`src/rtl/cfg_loader.sv`:
```
module cfg_loader #(
  parameter int DEPTH     = 16,
  parameter int CNT_W     = 32,
  parameter int DONE_WAIT = 1000,
  parameter int ADDR_W    = 14
) (
  input  logic              clk,
  input  logic              rst_n,
  input  logic              bus_wr,
  input  logic [ADDR_W-1:0] bus_addr,
  input  logic [31:0]       bus_wdata,
  output logic [31:0]       bus_rdata,
  output logic              dma_req,
  output logic              irq,
  output logic [7:0]        tgt_data,
  output logic              tgt_valid,
  input  logic              tgt_ready,
  input  logic              tgt_done,
  input  logic              tgt_err,
  output logic              tgt_reset
);
  localparam int PTR_W = $clog2(DEPTH);
  localparam int UW    = PTR_W + 3;
  localparam int TW    = $clog2(DONE_WAIT + 1);
  localparam int CAP_BYTES = DEPTH * 4;
  localparam logic [ADDR_W-1:0] A_CTRL  = ADDR_W'('h40);
  localparam logic [ADDR_W-1:0] A_STAT  = ADDR_W'('h44);
  localparam logic [ADDR_W-1:0] A_CAP   = ADDR_W'('h48);
  localparam logic [ADDR_W-1:0] A_USED  = ADDR_W'('h4C);
  localparam logic [ADDR_W-1:0] A_TOTAL = ADDR_W'('h50);
  localparam logic [ADDR_W-1:0] A_CUR   = ADDR_W'('h54);
  localparam logic [ADDR_W-1:0] A_FIFO  = ADDR_W'('h3000);

  logic en, rst_bit, dma_mode, irq_q;
  logic err_ovf, err_tgt, err_tmo;
  logic [31:0] mem [DEPTH];
  logic [PTR_W-1:0] wp, rp;
  logic [PTR_W:0] cnt;
  logic [1:0] idx;
  logic [CNT_W-1:0] cur, total;
  logic [TW-1:0] tmr;

  wire ctrl_wr  = bus_wr && bus_addr == A_CTRL;
  wire total_wr = bus_wr && bus_addr == A_TOTAL;
  wire fifo_wr  = bus_wr && bus_addr == A_FIFO;
  wire full     = cnt == (PTR_W+1)'(DEPTH);
  wire empty    = cnt == '0;
  wire active   = en && !rst_bit && !irq_q;
  wire push     = fifo_wr && en && !full;
  wire drop     = fifo_wr && !push;
  wire at_end   = cur == total;
  wire fire     = tgt_valid && tgt_ready;
  wire pop      = fire && idx == 2'd3;
  wire en_rise  = ctrl_wr && bus_wdata[0] && !en;

  wire [31:0]   head       = mem[rp];
  wire [UW-1:0] used_bytes = {cnt, 2'b00} - UW'(idx);
  wire [CNT_W-1:0] supplied = cur + CNT_W'(used_bytes);

  wire done_hit = active && at_end && tgt_done;
  wire tmo_hit  = active && at_end && !tgt_done && tmr == TW'(DONE_WAIT - 1);
  wire terr_hit = active && tgt_err;

  assign tgt_valid = active && !empty && !at_end;
  assign tgt_data  = head[{~idx, 3'b000} +: 8];
  assign dma_req   = active && dma_mode && cnt <= (PTR_W+1)'(DEPTH/2) && supplied < total;
  assign irq       = irq_q;
  assign tgt_reset = en && rst_bit;

  always_ff @(posedge clk)
    if (push) mem[wp] <= bus_wdata;

  always_ff @(posedge clk) begin
    if (!rst_n) begin
      {en, rst_bit, dma_mode, irq_q} <= '0;
      {err_ovf, err_tgt, err_tmo} <= '0;
      wp <= '0; rp <= '0; cnt <= '0; idx <= '0;
      cur <= '0; total <= '0; tmr <= '0;
    end else begin
      if (push) wp <= wp + 1'b1;
      if (pop)  rp <= rp + 1'b1;
      cnt <= cnt + (PTR_W+1)'(push) - (PTR_W+1)'(pop);
      if (fire) begin
        idx <= idx + 2'd1;
        cur <= cur + 1'b1;
      end
      tmr <= (active && at_end && !tgt_done) ? tmr + 1'b1 : '0;
      if (total_wr) total <= bus_wdata[CNT_W-1:0];
      if (drop)     err_ovf <= 1'b1;
      if (terr_hit) err_tgt <= 1'b1;
      if (tmo_hit)  err_tmo <= 1'b1;
      if (done_hit || tmo_hit || terr_hit || (drop && en)) irq_q <= 1'b1;
      if (ctrl_wr) begin
        {dma_mode, rst_bit, en} <= bus_wdata[2:0];
        if (!bus_wdata[0]) begin
          irq_q <= 1'b0;
          wp <= '0; rp <= '0; cnt <= '0; idx <= '0;
        end
        if (en_rise) begin
          {err_ovf, err_tgt, err_tmo} <= '0;
          cur <= '0;
          tmr <= '0;
        end
      end
    end
  end

  always_comb begin
    case (bus_addr)
      A_CTRL:  bus_rdata = {29'b0, dma_mode, rst_bit, en};
      A_STAT:  bus_rdata = {13'b0, tgt_done, 14'b0, err_tmo, err_tgt, err_ovf, irq_q};
      A_CAP:   bus_rdata = 32'(CAP_BYTES);
      A_USED:  bus_rdata = 32'(used_bytes);
      A_TOTAL: bus_rdata = 32'(total);
      A_CUR:   bus_rdata = 32'(cur);
      default: bus_rdata = '0;
    endcase
  end

  p_hold_data_r2: assert property (@(posedge clk) disable iff (!rst_n)
    tgt_valid && !tgt_ready && !tgt_err && !bus_wr |=> tgt_valid && $stable(tgt_data));
  p_count_step_r2: assert property (@(posedge clk) disable iff (!rst_n)
    fire |=> cur == $past(cur) + 1'b1);
  p_occ_bound_r3: assert property (@(posedge clk) disable iff (!rst_n)
    used_bytes <= UW'(CAP_BYTES));
  p_irq_clear_r9: assert property (@(posedge clk) disable iff (!rst_n)
    ctrl_wr && !bus_wdata[0] |=> !irq && used_bytes == '0);
  p_dma_room_r11: assert property (@(posedge clk) disable iff (!rst_n)
    dma_req |-> cnt <= (PTR_W+1)'(DEPTH/2));
  p_quiet_reset_r12: assert property (@(posedge clk) disable iff (!rst_n)
    tgt_reset |-> !tgt_valid && !dma_req);
endmodule

```
`config.mk`:
```
export PLATFORM = sky130hd
export DESIGN_NAME = cfg_loader
export DESIGN_NICKNAME = d
export VERILOG_FILES = /design/src/rtl/cfg_loader.sv
export SDC_FILE = /design/constraint.sdc
export NUM_CORES = 1
export LEC_CHECK = 0
export ABC_AREA = 1
export ABC_CLOCK_PERIOD_IN_PS = 11720
export BUFFER_PORTS_ARGS = -buffer_cell sky130_fd_sc_hd__buf_2
export CAP_MARGIN = 20
export CORE_MARGIN = 3
export CORE_UTILIZATION = 25
export DETAILED_ROUTE_END_ITERATION = 6
export HOLD_SLACK_MARGIN = 0.02
export PLACE_DENSITY = 0.45
export SETUP_SLACK_MARGIN = 0.3
export SYNTH_ARGS = -nofsm -noshare
export SYNTH_HDL_FRONTEND = slang
export SYNTH_SLANG_ARGS = --single-unit
```
`constraint.sdc`:
```
create_clock -name clk -period 11.72 [get_ports clk]
set_clock_uncertainty 0.2 [all_clocks]
set_input_delay 1.758 -clock clk [delete_from_list [all_inputs] [get_ports clk]]
set_output_delay 1.758 -clock clk [all_outputs]
set_load 0.05 [all_outputs]
```
==> results.ini <==
[placed_design]
dp_hpwl_um=54800
placed_area_um2=29800
numPortBuffers=95
routabilityCongestion=0.878

[setup_path]
cp_max_fo=10
cpMaxStageDelayCell=dfxtp_1
crit_buf_inv=6
cp-end-kind=primary output
reg2reg_slack_ps=7970
cp.required_ps=9760
crit_arrival_ps=5100
critPathMaxStageDelay_ps=430
path_cells=buf_4, inv_2, ha_1, inv_1, nand3_1, xor2_1, inv_1, ha_1, nand2_1, inv_1, nand4_1, nand2_1, nand2_1, nor2_1, nand3_1, xor2_1, ha_1, nand2_1, nor2_1, nor3_1, o221ai_1, a21oi_1, buf_2
crit_type=reg -> out
worstSetupStartpointType=flip-flop
crit_top_cell=nand2_1
path_delay_family=simple AND/OR/NAND/NOR gates

[synthesis]
syn_nets=2811
synth_area_leaders=edfxtp_1 55%, nand2_1 7.7%, dfxtp_1 6.9%
ys.flop_type=edfxtp_1
synth_area_um2=27700
ys_types=47
ys_seq_elements=608
synth_top_area_share_pct=55.5
yosysWarnings=0
synthCells=2698
synth_edf_count=512
seq_area_frac_synth_pct=62.4
synth_common_cells=569 x nand2_1, 512 x edfxtp_1, 362 x nor2_1, 246 x o21ai_0, 155 x inv_1
synthArstFlopShare_pct=0
synth.avg_cell_area_um2=10.3
synth_most_common_cell=nand2_1
synth_top_area_cell=edfxtp_1

[routing]
dr.pass1.iters=5
vias=20000
via_per_inst=4.66
first_iter_violations=1520
avgRoutedWirePerCell_um=21.2
final_antenna_net_count=0
drc=0
wirelength_um=91100

[timing]
hold_ws_ps=270
hold_violations=0
setup_tns_ps=0
slew_viol_final=0
period_share_pct=60.2
worst_pin_slew_ps=1070
slew-limit-headroom_pct=27.9
setup-violations-final=0
rsz0062_at_grt=no
fmax_ghz=0.142
post-route-min-period_ps=7060

[pwr]
pwr-share-comb_pct=1.3
seqPwrFrac_pct=51.7
switching_power_mw=0.930
ir_drop_mv=0.0833
finalPower_mw=4.52
p_leak_nw=11.4
p_clk_share_pct=47.0
p_sw_share_pct=20.6
internal_power_mw=3.59
p_per_area_nw_per_um2=141

[clock_network]
tritoncts=built
cts.sinks=608
clk_latency_ps=620
htreeDepth=3
cts_setup_buffers=0
clk_pin_slew_worst_paths_ps=60
cts_root_buf=clkbuf_16
cts_resized=0
cts_inserted_buffers=69
cts_buffer_depth=3
hold_buffers=0

[cells_and_area]
nNetsFinal=2880
final_area_um2=32000
nFillCells=11500
drive_above_1_share_pct=10.3
syn2layout_area_growth_pct=15.4
fin_util_pct=29.2

[run_status]
outcome=completed

[global_route]
grt_pass1_wl_um=134000
grt_pass1_vias=19600
grt_max_degree=163
antenna_found_initial=13
gr-total-overflow=0
grt_use_total_pct=15.5

[die]
die_h_um=339
initial_utilization_pct=25.3
die_x_um=339
die_area_um2=115000
fp.coreArea_um2=109000
rows=121
pin_count=96

[run]
drv_cap=0

[worst_hold_path]
worstHoldPathType=reg -> reg

metrics by stage:
step | setup slack (ps) | std cells
final | 4660 | 4292
after global routing | 4250 | 4290
after CTS | 4690 | 4289
after detailed placement | 5390 | 4171
after global placement | 5440 | 4171
after floorplan | 5860 | 2698
worst reg2reg max path: stages, from the launching register on:
cell and delay (ps):
dfxtp_1 400, inv_1 90, nor3_1 710, o21ai_1 320
inv_1 210, nand4_1 280, inv_1 130, ha_1 120
inv_1 40, ha_1 190, fa_1 400, a21oi_1 170
nor2_1 60, nor2_1 120, xnor2_1 130, nor2_1 60
sequential cells by signal, summed over array words and instances, names as in the netlist:
| name | flops |
|---|---|
| mem | 512 |
| rp | 4 |
| cnt | 5 |
| dma_mode | 1 |
| wp | 4 |
| tmr | 10 |
| irq | 1 |
| rst_bit | 1 |
| total | 32 |
| idx | 2 |
| cur | 32 |
| err_ovf | 1 |
| en | 1 |
| err_tmo | 1 |
| err_tgt | 1 |
placed cells by master, fill, tap and decap left out, types with 3 or more instances in the layout:
cell	instances
clkbuf_8	4
clkbuf_16	71
dfxtp_1	92
clkbuf_1	16
o21ai_0	246
nor2_1	346
o21ai_1	10
o221ai_1	51
ha_1	59
o211ai_1	19
nor2_2	5
inv_6	3
xnor2_1	11
nand3_1	86
buf_4	36
inv_2	20
mux2i_1	8
o22ai_1	72
a211oi_1	26
clkinv_2	4
nor2_4	20
buf_2	95
nor3_2	7
inv_1	153
xor2_1	65
clkinv_1	12
edfxtp_1	512
bufinv_16	5
nand4_1	17
nor4_1	4
a21oi_1	109
nor3_1	31
nand2_1	569
cells by family after synthesis:
family / synth area share, %
fa+ha+maj: 2.81
buf+inv: 4.79
compound gates: 11.3
simple gates: 16.1
mux: 0.289
xor+xnor: 2.40
flops: 62.4
power groups by stage:
stage               Clock (mW)  Sequential [mW]  Combinational (mW)
floorplan                    0             2.39              0.0106
global placement             0             2.39              0.0593
detailed placement           0             2.39              0.0591
CTS                       2.18             2.34              0.0593
global route              2.26             2.34              0.0646
finish                    2.13             2.34              0.0592
final timing paths:
| path | start | to | depth (start not counted) |
|---|---|---|---|
| max | idx[0]$_SDFF_PN0_ | dma_req | 23 |
| min | tmr[0]$_SDFF_PN0_ | tmr[0]$_SDFF_PN0_ | 1 |
| max reg2reg | en$_SDFFE_PN0P_ | cnt[4]$_SDFF_PN0_ | 15 |
| min reg2reg | tmr[0]$_SDFF_PN0_ | tmr[0]$_SDFF_PN0_ | 1 |
layer usage:
metal | vias up | part of all wire [%] | wire length [um] | track usage, %
li1 | 9552 | - | - | -
met1 | 9800 | 45 | 41000 | 20.7
met2 | 511 | 47 | 43000 | 25.8
met3 | 144 | 4.8 | 4340 | 2.47
met4 | 8 | 2.9 | 2660 | 4.99
met5 | - | 0.056 | 51 | 0
layout make-up:
class	instances	area (um^2)	share of cell area, %
timing repair buffer	133	773	2.42
inverter	175	666	2.08
clock inverter	27	282	0.880
clock buffer	91	1890	5.91
sequential	608	17300	54.1
antenna	2	5.00	0.0156
multi-input combinational	1780	9220	28.8
tap	1476	1850	5.77
(Power assumes the default switching activity.)
